==> config.mk <==
export PLATFORM = sky130hd
export DESIGN_NAME = flash_cmd_bus
export DESIGN_NICKNAME = d
export VERILOG_FILES = /design/src/rtl/flash_cmd_bus.sv
export SDC_FILE = /design/constraint.sdc
export NUM_CORES = 1
export LEC_CHECK = 0
export ABC_CLOCK_PERIOD_IN_PS = 3200
export BUFFER_PORTS_ARGS = -buffer_cell sky130_fd_sc_hd__buf_2
export CORE_MARGIN = 4
export CORE_UTILIZATION = 45
export CTS_CLUSTER_DIAMETER = 40
export DETAILED_ROUTE_END_ITERATION = 6
export GPL_TIMING_DRIVEN = 0
export HOLD_SLACK_MARGIN = 0.06
export PLACE_DENSITY_LB_ADDON = 0.2
export SETUP_SLACK_MARGIN = 0.4
export SYNTH_ARGS = -nofsm -noshare
export SYNTH_HDL_FRONTEND = slang
export SYNTH_SLANG_ARGS = --single-unit
==> constraint.sdc <==
create_clock -name clk -period 3.2 [get_ports clk]
set_input_delay 0.16 -clock clk [delete_from_list [all_inputs] [get_ports clk]]
set_output_delay 0.16 -clock clk [all_outputs]
set_load 0.02 [all_outputs]
==> src/rtl/flash_cmd_bus.sv <==
module flash_cmd_bus #(
  parameter int ADDR_W      = 5,
  parameter int BLK_W       = 2,
  parameter int BUSY_CYCLES = 6,
  parameter logic [7:0] MFR_ID = 8'h5A,
  parameter logic [7:0] DEV_ID = 8'h3E
) (
  input  logic              clk,
  input  logic              rp_n,
  input  logic              ce_n,
  input  logic              oe_n,
  input  logic              we_n,
  input  logic              wp,
  input  logic [ADDR_W-1:0] addr,
  input  logic [7:0]        dq_in,
  output logic [7:0]        dq_out,
  output logic              dq_oe
);
  localparam int DEPTH = 1 << ADDR_W;
  localparam int OFF_W = ADDR_W - BLK_W;
  localparam int BLK_SIZE = 1 << OFF_W;
  localparam int CNT_W = $clog2(BUSY_CYCLES + 1);
  localparam logic [1:0] M_ARR = 2'd0, M_ID = 2'd1, M_STAT = 2'd2, M_QRY = 2'd3;
  localparam logic [1:0] P_NONE = 2'd0, P_PROG = 2'd1, P_ERASE = 2'd2;

  logic [7:0] mem [DEPTH];
  logic [1:0] mode_q, pend_q;
  logic [CNT_W-1:0] cnt_q;
  logic we_q, perr_q, eerr_q, lerr_q;
  logic [7:0] status, rd_val;

  wire [BLK_W-1:0] blk = addr[ADDR_W-1 -: BLK_W];
  wire busy    = cnt_q != '0;
  wire locked  = (blk == '0) && !wp;
  wire wr_evt  = rp_n && !ce_n && oe_n && !we_q && we_n;
  wire wr_ok   = wr_evt && !busy;
  wire prog_go = wr_ok && pend_q == P_PROG && !locked;
  wire erase_go = wr_ok && pend_q == P_ERASE && dq_in == 8'hD0 && !locked;

  assign status = {!busy, 1'b0, eerr_q, perr_q, 2'b00, lerr_q, 1'b0};
  assign dq_oe  = rp_n && !ce_n && !oe_n && we_n;
  assign dq_out = dq_oe ? rd_val : 8'h00;

  always_ff @(posedge clk or negedge rp_n)
    if (!rp_n) we_q <= 1'b1;
    else       we_q <= we_n;

  always_ff @(posedge clk)
    if (prog_go)
      mem[addr] <= mem[addr] & dq_in;
    else if (erase_go)
      for (int i = 0; i < BLK_SIZE; i++)
        mem[{blk, i[OFF_W-1:0]}] <= 8'hFF;

  always_ff @(posedge clk or negedge rp_n) begin
    if (!rp_n) begin
      mode_q <= M_ARR;
      pend_q <= P_NONE;
      cnt_q  <= '0;
      perr_q <= 1'b0;
      eerr_q <= 1'b0;
      lerr_q <= 1'b0;
    end else begin
      if (busy) cnt_q <= cnt_q - 1'b1;
      if (wr_ok) begin
        pend_q <= P_NONE;
        case (pend_q)
          P_PROG: begin
            mode_q <= M_STAT;
            if (locked) begin perr_q <= 1'b1; lerr_q <= 1'b1; end
            else cnt_q <= CNT_W'(BUSY_CYCLES);
          end
          P_ERASE: begin
            mode_q <= M_STAT;
            if (dq_in != 8'hD0) begin perr_q <= 1'b1; eerr_q <= 1'b1; end
            else if (locked) begin eerr_q <= 1'b1; lerr_q <= 1'b1; end
            else cnt_q <= CNT_W'(BUSY_CYCLES);
          end
          default:
            case (dq_in)
              8'hFF: mode_q <= M_ARR;
              8'h90: mode_q <= M_ID;
              8'h70: mode_q <= M_STAT;
              8'h98: mode_q <= M_QRY;
              8'h40: begin pend_q <= P_PROG;  mode_q <= M_STAT; end
              8'h20: begin pend_q <= P_ERASE; mode_q <= M_STAT; end
              8'h50: begin perr_q <= 1'b0; eerr_q <= 1'b0; lerr_q <= 1'b0; end
              default: ;
            endcase
        endcase
      end
    end
  end

  always_comb begin
    rd_val = 8'h00;
    if (busy) rd_val = status;
    else
      case (mode_q)
        M_ARR:  rd_val = mem[addr];
        M_STAT: rd_val = status;
        M_ID:
          if (addr == ADDR_W'(0))      rd_val = MFR_ID;
          else if (addr == ADDR_W'(1)) rd_val = DEV_ID;
        default:
          case (addr)
            ADDR_W'(0): rd_val = 8'h51;
            ADDR_W'(1): rd_val = 8'h52;
            ADDR_W'(2): rd_val = 8'h59;
            ADDR_W'(3): rd_val = 8'(ADDR_W);
            ADDR_W'(4): rd_val = 8'(1 << BLK_W);
            default:    rd_val = 8'h00;
          endcase
      endcase
  end
endmodule

==> flow_metrics.env, run 1 <==
export IMPL_rsz0062_at_grt="true"
export IMPL_antenna_cells=0
export IMPL_min_from="dq_in[2]"
export IMPL_slowest_delay_ps=490
export IMPL_hold_viol_final=0
export IMPL_io_pins=28
export IMPL_synth_top_cell_by_area="dfxtp_1"
export IMPL_synth_main_ff_cell="dfxtp_1"
export IMPL_drt_first_pass_iters=5
export IMPL_ys_seq_elements=267
export IMPL_p_leak_nw=5.36
export IMPL_worstHoldEndpoint="mem[26][2]"
export IMPL_via_count=10698
export IMPL_async_reset_ff_frac=0.0412
export IMPL_dpl_hpwl_mm=29.6
export IMPL_ff2ff_setup_slack_ps=460
export IMPL_start_kind="primary input"
export IMPL_cts_tree="yes"
export IMPL_critical_path_required_ps=3040
export IMPL_start_util=0.460
export IMPL_worstPathMaxFanout=10
export IMPL_core_area_um2=27000
export IMPL_htreeDepth=2
export IMPL_fin_util=0.535
export IMPL_peakVddDrop_uv=294
export IMPL_grt_pass1_vias=10148
export IMPL_synth_edf_count=0
export IMPL_drive_above_1_share=0.217
export IMPL_via_per_inst=6.25
export IMPL_cts_buffer_depth=3
export IMPL_crit_start="addr[1]"
export IMPL_tns_ps=0
export IMPL_ys_warn_count=0
export IMPL_multi_input_area_um2=6190
export IMPL_reg2reg_to="mem[5][0]"
export IMPL_yosys_area_top_type_share=0.413
export IMPL_reg2reg_from="cnt_q[0]"
export IMPL_fin_crit_sh=0.874
export IMPL_clk_insertion_delay_late_ps=520
export IMPL_synth_most_common_cell="nand2_1"
export IMPL_synthTopCellsByCount="nand2_1, dfxtp_1, o211ai_1"
export IMPL_critical_path_cell_chain="buf_2 > buf_6 > buf_4 > buf_2 > buf_2 > nor2_1 > nand2_1 > o2bb2ai_1 > a222oi_1 > o22ai_1 > buf_2"
export IMPL_cpMostUsedCell="buf_2"
export IMPL_grt_pass1_wl_mm=63.9
export IMPL_reg2reg_depth=10
export IMPL_chipHeight_um=174
export IMPL_dieArea_um2=30300
export IMPL_syn_nets=1296
export IMPL_synthToLayoutAreaGrowth_pct=16.4
export IMPL_wl_mm=42.6
export IMPL_grt_max_degree=13
export IMPL_yosys_top_cells_area="dfxtp_1, o211ai_1, nand2_1"
export IMPL_fmax_mhz=358
export IMPL_min_period_ps=2800
export IMPL_end_kind="output port"
export IMPL_cts_buffers=40
export IMPL_cpMaxStageDelayCell="nor2_1"
export IMPL_power_mw=8.37
export IMPL_netlist_cell_type_count=70
export IMPL_drtIter0Drc=1168
export IMPL_path_class="in -> out"
export IMPL_rows=60
export IMPL_nNetsFinal=1369
export IMPL_clk_pin_slew_ps=50
export IMPL_gr_total_overflow=0
export IMPL_drc_errors=0
export IMPL_slew_viol_final=0
export IMPL_status="complete, no violations"
export IMPL_clock_sinks=267
export IMPL_track_usage=0.273
export IMPL_whs_path_depth=3
export IMPL_yosysSeqAreaShare=0.435
export IMPL_drtAntennaViolNets=0
export IMPL_root_buffer="clkbuf_16"
export IMPL_worstMarginPinSlew_ps=825
export IMPL_cp_top_family="buffers and inverters"
export IMPL_path_buf_inv=6
export IMPL_place_congestion=0.990
export IMPL_cp_arrival_ps=2640
export IMPL_min_path_type="in -> reg"
export IMPL_wl_per_cell_um=24.9
export IMPL_synthCells=1273
export IMPL_cap_violations=0
export IMPL_fillers=2422
export IMPL_syn_area_per_cell_um2=9.76
export IMPL_relSlewSlack=0.446
export IMPL_synth_area_um2=12400
export IMPL_setup_violations=0
export IMPL_skew_ps=21.6
export IMPL_port_buffers=25
export IMPL_powerDensity_nw_per_um2=579
export IMPL_die_x_um=174
export IMPL_seq_area_um2=5400
export IMPL_antenna_found_initial=0
## where the power goes
| group | leakage (nW) | switching (mW) | internal, mW |
|---|---|---|---|
| Sequential | 2.20 | 0.0153 | 3.35 |
| Combinational | 2.51 | 0.421 | 0.215 |
| Clock | 0.650 | 1.61 | 2.76 |
## stage by stage
step | hold slack [ps] | setup slack [ps] | cell area (µm²) | std cells
5_1_grt | 123 | 331 | 14500 | 1713
6_report | 121 | 404 | 14500 | 1713
2_1_floorplan | -136 | 994 | 12400 | 1273
3_3_place_gp | 59.5 | 321 | 13000 | 1639
4_1_cts | 88.9 | 411 | 14400 | 1712
3_5_place_dp | 57.7 | 310 | 13000 | 1639
## worst max path at each step
stage | to | slack [ps] | cells after the start
after floorplan | mem[5][0] | 990 | 10
after global placement | mem[25][7] | 320 | 9
after detailed placement | mem[24][7] | 310 | 9
after CTS | dq_out[3] | 410 | 7
after global routing | dq_out[1] | 330 | 9
final | dq_out[1] | 400 | 11
## placed cells by master, fill, tap and decap left out, types with 20 or more instances in the layout
cell type	Yosys	routed
a21oi_1	45	45
a22oi_1	24	24
buf_2	36	61
buf_6	34	34
clkbuf_1	26	20
clkbuf_16	0	41
dfxtp_1	256	256
mux2i_1	57	57
mux4_2	30	30
nand2_1	275	271
nand3_1	28	23
nor2_1	22	22
o211ai_1	194	194
o211ai_2	38	38
o21ai_1	20	20
## registers in the layout, indices dropped and copies added, names as in the netlist
register  flops
perr_q        1
we_q          1
cnt_q         3
eerr_q        1
mode_q        2
pend_q        2
mem         256
lerr_q        1
## area by class of cell
| type | count | area share |
|---|---|---|
| multi-input cells | 876 | 0.428 |
| clock buffers | 48 | 0.0756 |
| clock inverters | 20 | 0.0164 |
| well taps | 341 | 0.0295 |
| flip-flops and latches | 267 | 0.374 |
| inverters | 12 | 0.00312 |
| plain buffers | 118 | 0.0599 |
| repair buffers | 31 | 0.0135 |
## layer usage
metal	wire [µm]	vias up	track usage
li1	-	4874	-
met1	17900	5192	0.372
met2	18900	532	0.419
met3	4200	100	0.0698
met4	1660	0	0.107
met5	0	-	0
## logic make-up (layout without fill, tap and decap cells)
kind of cell | Yosys count | after routing | share of synthesized area
and+or+nand+nor | 408 | 408 | 0.151
AOI/OAI and AO/OA | 369 | 369 | 0.223
DFF | 267 | 267 | 0.435
buffers and inverters | 130 | 229 | 0.0724
muxes | 93 | 93 | 0.113
adders and majority gates | 4 | 4 | 0.00403
xor gates and xnor gates | 2 | 2 | 0.00141
## worst min-delay path, stage by stage
cell and delay, ps:
buf_2 130, nand2_2 170, o211ai_1 120
## what timing repair did
action / 4_1_cts / 5_1_grt
buffers inserted: 0 / 1
hold endpoints to repair: 14 / 0
pin swaps: 0 / 1
resized for setup: 2 / 33
setup endpoints to repair: 3 / 135
hold buffers: 5 / 0
cloned: 0 / 0
No activity file was read; power rests on OpenSTA's default activity.
==> run 2, diff against run 1 <==
--- a/config.mk
+++ b/config.mk
@@ -6,7 +6,7 @@
 export NUM_CORES = 1
 export LEC_CHECK = 0
 export ABC_CLOCK_PERIOD_IN_PS = 3200
-export BUFFER_PORTS_ARGS = -buffer_cell sky130_fd_sc_hd__buf_2
+export BUFFER_PORTS_ARGS = -buffer_cell sky130_fd_sc_hd__buf_4
 export CORE_MARGIN = 4
 export CORE_UTILIZATION = 45
 export CTS_CLUSTER_DIAMETER = 40
==> run 2 against run 1 <==
Effect of this change: critical path depth did not move; flip-flop and latch count is the same; routed wire length grew 0.40%; worst hold slack worse by 35 ps; first-iteration DRC count is 11% higher; register-to-register slack barely moved; fmax fell by 0.55%; via count grew 1.2%; critical path type unchanged.
==> flow_metrics.env, run 2 (synthesized netlist as in run 1, its figures left out) <==
export IMPL_status="complete, no violations"
export IMPL_start_kind="primary input"
export IMPL_critical_path_required_ps=3040
export IMPL_path_class="in -> out"
export IMPL_slew_viol_final=0
export IMPL_wl_per_cell_um=24.9
export IMPL_largestRegisters="mem: 256 flops, cnt_q: 3 flops"
export IMPL_clock_sinks=267
export IMPL_antenna_cells=0
export IMPL_powerDensity_nw_per_um2=586
export IMPL_tns_ps=0
export IMPL_io_pins=28
export IMPL_htreeDepth=2
export IMPL_chipHeight_um=174
export IMPL_setup_violations=0
export IMPL_drt_first_pass_iters=6
export IMPL_fillers=2403
export IMPL_reg2reg_depth=10
export IMPL_peakVddDrop_uv=343
export IMPL_skew_ps=30.6
export IMPL_cts_buffers=40
export IMPL_fmax_mhz=356
export IMPL_whs_ps=86.6
export IMPL_cp_arrival_ps=2650
export IMPL_final_common_cell="nand2_1"
export IMPL_cpMaxStageDelayCell="nor2_1"
export IMPL_cts_buffer_depth=3
export IMPL_port_buffers=25
export IMPL_worstPathMaxFanout=10
export IMPL_via_per_inst=6.30
export IMPL_die_x_um=174
export IMPL_worstMarginPinSlew_ps=803
export IMPL_p_leak_nw=5.38
export IMPL_synthToLayoutAreaGrowth_pct=17.3
export IMPL_final_area_um2=14600
export IMPL_min_path_type="in -> reg"
export IMPL_dpl_hpwl_mm=29.8
export IMPL_place_congestion=0.974
export IMPL_cts_tree="yes"
export IMPL_drtAntennaViolNets=0
export IMPL_min_period_ps=2810
export IMPL_grt_pass1_wl_mm=64.6
export IMPL_largest_register="mem"
export IMPL_clk_pin_slew_ps=50
export IMPL_gr_total_overflow=0
export IMPL_rows=60
export IMPL_grt_max_degree=13
export IMPL_root_buffer="clkbuf_16"
export IMPL_fin_util=0.539
export IMPL_antenna_found_initial=0
export IMPL_end_kind="output port"
export IMPL_cap_violations=0
export IMPL_via_count=10825
export IMPL_path_buf_inv=6
export IMPL_place_area_um2=13000
export IMPL_whs_path_depth=3
export IMPL_clk_insertion_delay_late_ps=540
export IMPL_min_from="dq_in[2]"
export IMPL_critical_path_cell_chain="buf_4 > buf_6 > buf_4 > buf_2 > buf_2 > nor2_1 > nand2_1 > o2bb2ai_1 > a222oi_1 > o22ai_1 > buf_4"
export IMPL_relSlewSlack=0.464
export IMPL_wl_mm=42.8
export IMPL_grt_pass1_vias=10258
export IMPL_final_cell_mix="nand2_1, dfxtp_1, o211ai_1, mux2i_1, a21oi_1"
export IMPL_nNetsFinal=1370
export IMPL_rsz0062_at_grt="true"
export IMPL_slowest_delay_ps=480
export IMPL_hold_viol_final=0
export IMPL_cp_top_family="buffers and inverters"
export IMPL_largest_register_ffs=256
export IMPL_power_mw=8.54
export IMPL_drive_above_1_share=0.211
export IMPL_track_usage=0.276
export IMPL_fin_crit_sh=0.879
export IMPL_crit_start="addr[1]"
export IMPL_drtIter0Drc=1298
export IMPL_core_area_um2=27000
export IMPL_dieArea_um2=30300
export IMPL_cpMostUsedCell="buf_4"
export IMPL_reg2reg_from="pend_q[1]"
export IMPL_cp_depth=11
export IMPL_start_util=0.460
export IMPL_drc_errors=0
-- run 2: cell count changes in the layout (fill, tap and decap cells not counted), sizes merged --
cell and change:
bufinv +1, clkbuf +1, clkinv -1, clkinvlp +2, dlygate4sd3 +1, inv +2
-- run 2: worst reg2reg max path, delay by kind of cell, from the launching register on --
family,cells,cell delay (ps)
AOI/OAI and AO/OA,1,80
adders and majority gates,1,130
buffers and inverters,3,610
DFF,1,390
and+or+nand+nor,5,1380
-- run 2: repair_timing --
action	4_1_cts	5_1_grt
cloned	0	0
hold endpoints to repair	14	0
resized for setup	2	18
hold buffers	6	0
endpoints found under the setup margin	4	57
pin swaps	0	1
setup buffers	0	1
-- run 2: routing by layer --
metal,part of all wire,global-route usage,up-vias
met2,0.45,0.425,564
met4,0.034,0.0973,0
li1,-,-,4875
met3,0.098,0.0579,102
met5,0,0,-
met1,0.42,0.386,5284
-- run 2: area by class of cell --
class,instances,area (µm²),area share
clock buffers,49,1090,0.0746
well taps,341,427,0.0293
multi-input cells,876,6170,0.424
plain buffers,118,860,0.0590
flip-flops and latches,267,5400,0.371
inverters,12,45.0,0.00309
repair buffers,32,268,0.0184
clock inverters,24,308,0.0211
-- run 2: power breakdown --
group / leakage [nW] / total, mW / switching (mW) / internal (mW)
sequential: 2.20 / 3.37 / 0.0137 / 3.35
combinational: 2.51 / 0.644 / 0.422 / 0.222
clock: 0.671 / 4.53 / 1.67 / 2.86
total: 5.38 / 8.54 / 2.11 / 6.43
-- run 2: worst paths after layout --
path,endpoint,slack (ps)
worst min register to register,mem[6][0],460
worst max-delay path,dq_out[1],390
worst min-delay path,mem[26][2],90
min in group asynchronous,we_q,150
worst max register to register,mem[30][5],470
max in group asynchronous,pend_q[0],2140
-- run 2: per-stage QoR --
stage	setup WS [ps]	cells
after global routing	356	1719
after detailed placement	350	1639
after global placement	364	1639
after floorplan	994	1273
after CTS	391	1718
final	389	1719
